**config.mk**
```make
export PLATFORM = sky130hd
export DESIGN_NAME = vhirq_select
export DESIGN_NICKNAME = d
export VERILOG_FILES = /design/src/rtl/vhirq_pkg.sv /design/src/rtl/vhirq_enables.sv /design/src/rtl/vhirq_filter.sv /design/src/rtl/vhirq_lsb.sv /design/src/rtl/vhirq_select.sv
export SDC_FILE = /design/constraint.sdc
export NUM_CORES = 1
export LEC_CHECK = 0
export BUFFER_PORTS_ARGS = -buffer_cell sky130_fd_sc_hd__buf_4
export CAP_MARGIN = 5
export CORE_MARGIN = 4
export CORE_UTILIZATION = 42
export DETAILED_ROUTE_END_ITERATION = 12
export PLACE_DENSITY = 0.93
export SLEW_MARGIN = 20
export SYNTH_ARGS = -nofsm -noshare
export SYNTH_HDL_FRONTEND = slang
export SYNTH_HIERARCHICAL = 1
export SYNTH_SLANG_ARGS = --single-unit
```
**constraint.sdc**
```tcl
create_clock -name clk -period 4.2 [get_ports clk]
set_clock_uncertainty 0.2 [all_clocks]
set_input_delay 1.05 -clock clk [delete_from_list [all_inputs] [get_ports clk]]
set_output_delay 1.05 -clock clk [all_outputs]
set_load 0.02 [all_outputs]
```
**src/rtl/vhirq_pkg.sv**
```systemverilog
package vhirq_pkg;
  typedef enum logic [1:0] {
    PRV_USER = 2'd0,
    PRV_SUPV = 2'd1,
    PRV_RSVD = 2'd2,
    PRV_MACH = 2'd3
  } priv_e;

  // guest-supervisor bit positions; each lands one position lower
  localparam int GST_SW = 2;
  localparam int GST_TM = 6;
  localparam int GST_EX = 10;
  localparam int MIN_XLEN = GST_EX + 1;
endpackage

```
**src/rtl/vhirq_enables.sv**
```systemverilog
module vhirq_enables
  import vhirq_pkg::*;
(
  input  logic [1:0] priv_i,
  input  logic       virt_i,
  input  logic       m_gie_i,
  input  logic       s_gie_guest_i,
  input  logic       s_gie_host_i,
  output logic       m_ok_o,
  output logic       s_ok_o,
  output logic       h_ok_o
);
  logic below_s, at_s, s_bit;

  always_comb begin
    below_s = (priv_i < PRV_SUPV);
    at_s    = (priv_i == PRV_SUPV);
    s_bit   = virt_i ? s_gie_guest_i : s_gie_host_i;
    m_ok_o  = (priv_i < PRV_MACH) || ((priv_i == PRV_MACH) && m_gie_i);
    s_ok_o  = below_s || (at_s && s_bit);
    h_ok_o  = below_s || (at_s && s_gie_host_i);
  end
endmodule

```
**src/rtl/vhirq_filter.sv**
```systemverilog
module vhirq_filter
  import vhirq_pkg::*;
#(
  parameter int XLEN = 64
) (
  input  logic [XLEN-1:0] pend_i,
  input  logic [XLEN-1:0] enab_i,
  input  logic [XLEN-1:0] deleg_i,
  input  logic            virt_i,
  input  logic            m_ok_i,
  input  logic            s_ok_i,
  input  logic            h_ok_i,
  output logic [XLEN-1:0] cand_o,
  output logic            host_hit_o
);
  localparam logic [XLEN-1:0] ONE     = XLEN'(1);
  localparam logic [XLEN-1:0] GST_MSK = (ONE << GST_SW) | (ONE << GST_TM) | (ONE << GST_EX);

  logic [XLEN-1:0] raw, ord, gst, hostv, base, gated;

  always_comb begin
    raw        = pend_i & enab_i;
    ord        = raw & ~GST_MSK;
    gst        = (raw & GST_MSK) >> 1;
    hostv      = ord & {XLEN{h_ok_i}};
    host_hit_o = virt_i && (|hostv);
    base       = virt_i ? gst : ord;
    gated      = (base & ~deleg_i & {XLEN{m_ok_i}}) |
                 (base &  deleg_i & {XLEN{s_ok_i}});
    cand_o     = host_hit_o ? hostv : gated;
  end
endmodule

```
**src/rtl/vhirq_lsb.sv**
```systemverilog
module vhirq_lsb #(
  parameter int XLEN = 64,
  localparam int CW = $clog2(XLEN)
) (
  input  logic [XLEN-1:0] vec_i,
  output logic            any_o,
  output logic [CW-1:0]   idx_o
);
  always_comb begin
    any_o = |vec_i;
    idx_o = '0;
    for (int i = XLEN - 1; i >= 0; i--) begin
      if (vec_i[i]) idx_o = CW'(i);
    end
  end
endmodule

```
**src/rtl/vhirq_select.sv**
```systemverilog
module vhirq_select
  import vhirq_pkg::*;
#(
  parameter int XLEN    = 64,
  parameter bit REG_OUT = 1'b1,
  localparam int CW = $clog2(XLEN)
) (
  input  logic            clk,
  input  logic            rst,
  input  logic [XLEN-1:0] pend_i,
  input  logic [XLEN-1:0] enab_i,
  input  logic [XLEN-1:0] deleg_i,
  input  logic [1:0]      priv_i,
  input  logic            virt_i,
  input  logic            m_gie_i,
  input  logic            s_gie_guest_i,
  input  logic            s_gie_host_i,
  output logic            take_o,
  output logic [CW-1:0]   cause_o,
  output logic            host_trap_o
);
  localparam logic [XLEN-1:0] ONE   = XLEN'(1);
  localparam logic [XLEN-1:0] S_MSK = (ONE << (GST_SW - 1)) | (ONE << (GST_TM - 1)) |
                                      (ONE << (GST_EX - 1));

  logic            m_ok, s_ok, h_ok, host_hit, sel_any;
  logic [XLEN-1:0] cand;
  logic [CW-1:0]   sel_idx;

  initial begin
    if (XLEN < MIN_XLEN) $error("XLEN too small for guest bit positions");
  end

  vhirq_enables u_en (
    .priv_i(priv_i), .virt_i(virt_i), .m_gie_i(m_gie_i),
    .s_gie_guest_i(s_gie_guest_i), .s_gie_host_i(s_gie_host_i),
    .m_ok_o(m_ok), .s_ok_o(s_ok), .h_ok_o(h_ok)
  );

  vhirq_filter #(.XLEN(XLEN)) u_flt (
    .pend_i(pend_i), .enab_i(enab_i), .deleg_i(deleg_i), .virt_i(virt_i),
    .m_ok_i(m_ok), .s_ok_i(s_ok), .h_ok_i(h_ok),
    .cand_o(cand), .host_hit_o(host_hit)
  );

  vhirq_lsb #(.XLEN(XLEN)) u_lsb (
    .vec_i(cand), .any_o(sel_any), .idx_o(sel_idx)
  );

  generate
    if (REG_OUT) begin : g_reg
      always_ff @(posedge clk) begin
        if (rst) begin
          take_o      <= 1'b0;
          cause_o     <= '0;
          host_trap_o <= 1'b0;
        end else begin
          take_o      <= sel_any;
          cause_o     <= sel_idx;
          host_trap_o <= host_hit;
        end
      end


      host_virt_chk: assert property (@(posedge clk) disable iff (rst)
        host_trap_o |-> $past(virt_i));

      rst_clear_chk: assert property (@(posedge clk)
        $past(rst) |-> (!take_o && !host_trap_o));
    end else begin : g_comb
      assign take_o      = sel_any;
      assign cause_o     = sel_idx;
      assign host_trap_o = host_hit;
    end
  endgenerate


  host_take_chk: assert property (@(posedge clk) disable iff (rst)
    host_trap_o |-> take_o);

  idle_cause_chk: assert property (@(posedge clk) disable iff (rst)
    !take_o |-> (cause_o == '0 && !host_trap_o));

  pick_member_chk: assert property (@(posedge clk) disable iff (rst)
    sel_any |-> cand[sel_idx]);

  guest_land_chk: assert property (@(posedge clk) disable iff (rst)
    (virt_i && !host_hit) |-> ((cand & ~S_MSK) == '0));
endmodule

```
Word-level counts from Yosys, hierarchy flattened
Index checks and enable logic that the tools add are counted.
{ "word_totals": {"wordCells": 101, "ff_bits": 8, "input_bits": 200, "output_inout_bits": 8} }
{ "op_classes": {"bitwise": 8, "magnitude_cmp": 2, "mux": 66, "n_reduce_logical": 15, "n_eq_ne": 2} }
{ "ops": {"columns": ["operator", "count"], "rows": [
  ["$and 64x64->64", 6],
  ["$mux 6", 32],
  ["$mux 64", 2],
  ["$reduce_or 64->1", 2],
  ["$mux 5", 16],
  ["$not 64->64", 1],
  ["$or 64x64->64", 1],
  ["$reduce_or 33->1", 1],
  ["$mux 4", 8],
  ["$reduce_or 17->1", 1],
  ["$mux 3", 4],
  ["$reduce_or 9->1", 1],
  ["$reduce_or 5->1", 1],
  ["$logic_and 1x1->1", 4],
  ["$mux 2", 2],
  ["$logic_or 1x1->1", 3],
  ["$reduce_or 3->1", 1],
  ["$eq 2x1->1 const B", 1],
  ["$eq 2x2->1 const B", 1],
  ["$lt 2x1->1 const B", 1],
  ["$lt 2x2->1 const B", 1],
  ["$mux 1", 2],
  ["$reduce_or 2->1", 1]
]} }

Longest topological paths before layout
{ "logic_depth": {"depth_word": 70, "depth_mapped": 14, "ltp_nobuf": 12} }

Cells and area by module
Netlist, hierarchy kept.
{ "by_module_without_submodules": {"columns": ["module", "cells_each", "seq_area_each_um2", "n_inst", "area_each_um2"], "rows": [
  ["vhirq_filter", 304, 0.0, 1, 1712.9],
  ["vhirq_lsb", 145, 0.0, 1, 887.1],
  ["vhirq_select", 16, 160.2, 1, 210.2],
  ["vhirq_enables", 5, 0.0, 1, 31.3]
]} }

Least setup slack after synthesis
Ideal clock, no wire load.
{ "synth_timing": {"path_kind": "input port to flip-flop", "start": "input port pend_i[9]", "end": "register cause_o[2]", "arrival_ns": 3.324, "required_ns": 3.886, "stages": 13, "setup_ns": 0.114, "path_slack_ns": 0.562, "path_buffers": 1, "cell_sequence": "nand2_1 > nand4_1 > nor4_1 > nand4_1 > a21boi_2 > buf_2 > nor3_1 > or4_4 > nor4_1 > o211ai_1 > o211ai_1 > a21boi_1 > nor2b_1"} }
{ "synth_between": {"elab_cells_between_ends": 72, "cone_classes": "mux (62); bitwise (7); reduce/logical (3)"} }
{ "synth_lines": {"columns": ["element", "line", "source"], "rows": [
  ["from (decl)", "vhirq_select.sv:10", "input logic [XLEN-1:0] pend_i,"],
  ["$and 64x64->64", "vhirq_filter.sv:22", "raw = pend_i & enab_i;"],
  ["$and 64x64->64", "vhirq_filter.sv:25", "hostv = ord & {XLEN{h_ok_i}};"],
  ["$reduce_or 64->1", "vhirq_filter.sv:26", "host_hit_o = virt_i && (|hostv);"],
  ["$logic_and 1x1->1", "vhirq_filter.sv:26", null],
  ["$mux 64", "vhirq_filter.sv:30", "cand_o = host_hit_o ? hostv : gated;"],
  ["named net cand[15]", "vhirq_select.sv:27", "logic [XLEN-1:0] cand;"],
  ["$mux 4 (8 in a row)", "vhirq_lsb.sv:13", "if (vec_i[i]) idx_o = CW'(i);"],
  ["$mux 3 (4 in a row)", "vhirq_lsb.sv:13", null],
  ["to (signal assigned)", "vhirq_select.sv:59", "cause_o <= sel_idx;"],
  ["to (decl)", "vhirq_select.sv:19", "output logic [CW-1:0] cause_o,"]
]} }
The timed path passes the listed nets, and every way through them passes these cells.
A chain may end at the register's enable or synchronous reset.

Worst setup path after layout
{ "layout_timing": {"start": "input port pend_i[48]", "end": "register take_o"} }
{ "layout_between": {"elab_cells_between_ends": 12, "cone_classes": "mux (2); bitwise (7); reduce/logical (3)"} }
{ "layout_lines": {"columns": ["element", "line", "source"], "rows": [
  ["$and 64x64->64", "vhirq_filter.sv:22", null],
  ["$and 64x64->64", "vhirq_filter.sv:25", null],
  ["$reduce_or 64->1", "vhirq_filter.sv:26", null],
  ["$logic_and 1x1->1", "vhirq_filter.sv:26", null],
  ["$mux 64", "vhirq_filter.sv:30", null],
  ["named net cand[61]", "vhirq_select.sv:27", null],
  ["$reduce_or 64->1", "vhirq_lsb.sv:10", "any_o = |vec_i;"],
  ["named net sel_any", "vhirq_select.sv:26", "logic m_ok, s_ok, h_ok, host_hit, sel_any;"],
  ["to (signal assigned)", "vhirq_select.sv:58", "take_o <= sel_any;"],
  ["to (decl)", "vhirq_select.sv:18", "output logic take_o,"]
]} }
The timed path passes the listed nets, and every way through them passes these cells.

==> impl_metrics.toml <==
[critical_path]
crit_path_end_kind = "flop"
criticalPathCategory = "in -> reg"
arrival_ps = 3920
required_ps = 4120
start_kind = "primary input"
worstPathMaxFanout = 6

[yosys]
syn_area_per_cell_sq_um = 6.046
syn_inst = 470
yosys.cell_types.count = 49
ys_ff_latch = 8
yosysTopAreaCellShare_pct = 15.85
netlist.top_cell.by_area = "a211oi_1"
synth-main-ff-cell = "dfxtp_1"
synth_area_leaders = "a211oi_1 16%, nor2b_1 15%, nor3_1 12%"
synth_seq_area_share_pct = 5.636
synthesis.area_sq_um = 2841
async_flop_share_pct = 0
synth-warning-count = 6
synth-edff-count = 0

[sta]
fin_crit_ps = 4001
rsz0062_at_grt = "no"
worst_slew_pin_slew_ps = 698.2
hold_viol = 0
report.final.slew_viol_count = 0
timing.final.crit_share_pct = 95.27
fmax_mhz = 249.9
setup_viol = 0
finalWorstSetupSlack_ps = 198.6
worst_slew_margin_rel_pct = 53.10
whs_ps = 843.4

[placement]
dp_hpwl_um = 11580
place_area_sq_um = 4838
port_buffers = 204
placed_cells = 782
place_ws_ps = -28.42
gp_congestion = 1.042

[status]
status = "complete, no violations"

[power]
vdd_ir_drop_max_v = 0.0001001
sequentialPowerShare_pct = 11.4
clkPwrFrac_pct = 12.2
power_density_nw_per_um2 = 146.1
pwr-share-comb_pct = 76.5
cell_internal_pwr_uw = 429.6
power_leakage_nw = 2.183
p_sw_uw = 287.8
sw_frac_of_total_pct = 40.12

[job]
maxCapViolCount = 0

[die]
die_h_um = 90.25
initial_utilization_pct = 43.99
core-area_sq_um = 6459
die_w_um = 90.25
rows = 29
die_area_sq_um = 8145
pin_count = 208

[layout]
layout-drive-gt1-share_pct = 39.49
mostFrequentLayoutCells = "257 x buf_4, 70 x nor2b_1, 70 x nand2_1, 70 x nor3_1, 60 x a211oi_1"
layout.cells.non_filler = 786
antenna_cells = 0
final_area_sq_um = 4910
fill_cells = 508
num-nets-final = 911
final_common_cell = "buf_4"
area_growth_pct = 72.79

[route]
drc = 0
via_per_inst = 6.191
avgRoutedWirePerCell_um = 17.67
vias = 4866
wl_um = 13890
ant_nets = 0
drtPass1Iterations = 5
drt_iter0_markers = 483

[worst_hold_path]
min_to = "cause_o[2]"
hold_depth = 2
hp-start = "rst"
worstHoldPathType = "in -> reg"

[global_routing]
first_global_vias = 4842
grt_max_degree = 62
grt_pass1_wl_um = 21670
antenna_found_initial = 0
grt_remaining_overflow = 0
grt.total_usage_pct = 31.35

[clocking]
root_buffer = "clkbuf_8"
postCtsSetupRepairBufs = 0
cts_buffers = 3
cts_tree = "yes"
cts_hold_buf = 0
cts.sink_count = 8
clk_pin_slew_ps = 40
htreeDepth = 1
cts_max_path_buffers = 2
## layer usage
layer	vias to the layer above	wire length [um]	GRT usage, %
met5	-	0	0
met4	0	761	14.54
met3	83	1388	5.667
met2	380	6998	59.74
met1	2153	4737	32.98
li1	2250	-	-
## logic make-up after synthesis
| kind of cell | count (synthesis) | share of synthesized area (%) |
|---|---|---|
| multiplexers | 4 | 1.409 |
| AND/OR/NAND/NOR | 302 | 57.46 |
| buffers and inverters | 41 | 6.605 |
| other | 1 | 0.1320 |
| flip-flops | 8 | 5.636 |
| AO/OA/AOI/OAI | 114 | 28.75 |
## sequential cells by signal, summed over array words and instances, names as in the netlist
signal and count:
cause_o 6, host_trap_o 1, take_o 1
## synthesized netlist by cell type, types with 2 or more instances
cell	instances
a211oi_1	60
nand2b_1	7
buf_4	4
a31oi_1	2
nand2_1	71
nand3b_1	2
o311ai_1	2
buf_6	2
or4_4	2
nor2b_1	70
a21boi_1	2
dfxtp_1	8
nor4_1	20
inv_1	12
buf_2	3
o31ai_1	3
nand3_1	11
clkbuf_1	20
nand4_1	15
mux2i_1	4
o21ai_0	9
o211ai_1	7
nor3_1	70
a21oi_1	12
o21a_1	3
or4_1	3
nor4_4	2
nor2_1	19
o21bai_1	3
or3_1	3
## per-stage QoR
| step | util (%) | TNS [ps] | power (mW) |
|---|---|---|---|
| global placement | 74.91 | 0 | 0.5896 |
| global route | 76.02 | 0 | 0.7632 |
| finish | 76.02 | 0 | 0.7174 |
| detailed placement | 74.91 | -65.44 | 0.6078 |
| CTS | 75.55 | 0 | 0.6981 |
| floorplan | - | 0 | 0.3391 |
## worst max path at each step
stage | startpoint | to | depth (start not counted)
finish | pend_i[48] | take_o | 14
global route | pend_i[26] | take_o | 14
CTS | pend_i[41] | cause_o[0] | 15
detailed placement | pend_i[52] | cause_o[0] | 15
global placement | pend_i[56] | cause_o[2] | 14
floorplan | pend_i[9] | cause_o[2] | 13
## final cells by class
class | count | area, sq um | area share [%]
Clock buffer | 3 | 41.29 | 0.8410
Inverter | 12 | 45.04 | 0.9174
Tap cell | 77 | 96.34 | 1.962
Timing Repair Buffer | 263 | 2026 | 41.26
Sequential cell | 8 | 160.2 | 3.262
Multi-Input combinational cell | 423 | 2541 | 51.76
## worst max-delay path: stages
cell and delay [ps]:
buf_4 110, nand2_2 110, nand4_1 150, nor4_2 320
nand4_1 220, a21boi_4 260, buf_2 230, nor3_1 100
or4_4 520, nor4b_4 310, nand3_2 140, nor2_2 170
nand3b_1 90, nor2b_1 130
## what timing repair did
| action | CTS | global route |
|---|---|---|
| gates resized for setup | 0 | 6 |
| setup endpoints to repair | 0 | 6 |
| endpoints found under the hold margin | 0 | 0 |
## power groups by stage
stage,Sequential [mW],Clock (mW),Combinational (mW)
4_1_cts,0.0817,0.0890,0.527
2_1_floorplan,0.0886,0,0.251
6_report,0.0816,0.0872,0.549
3_3_place_gp,0.0829,0,0.507
3_5_place_dp,0.0828,0,0.525
5_1_grt,0.0819,0.0947,0.587
No activity file was read; power rests on OpenSTA's default activity.
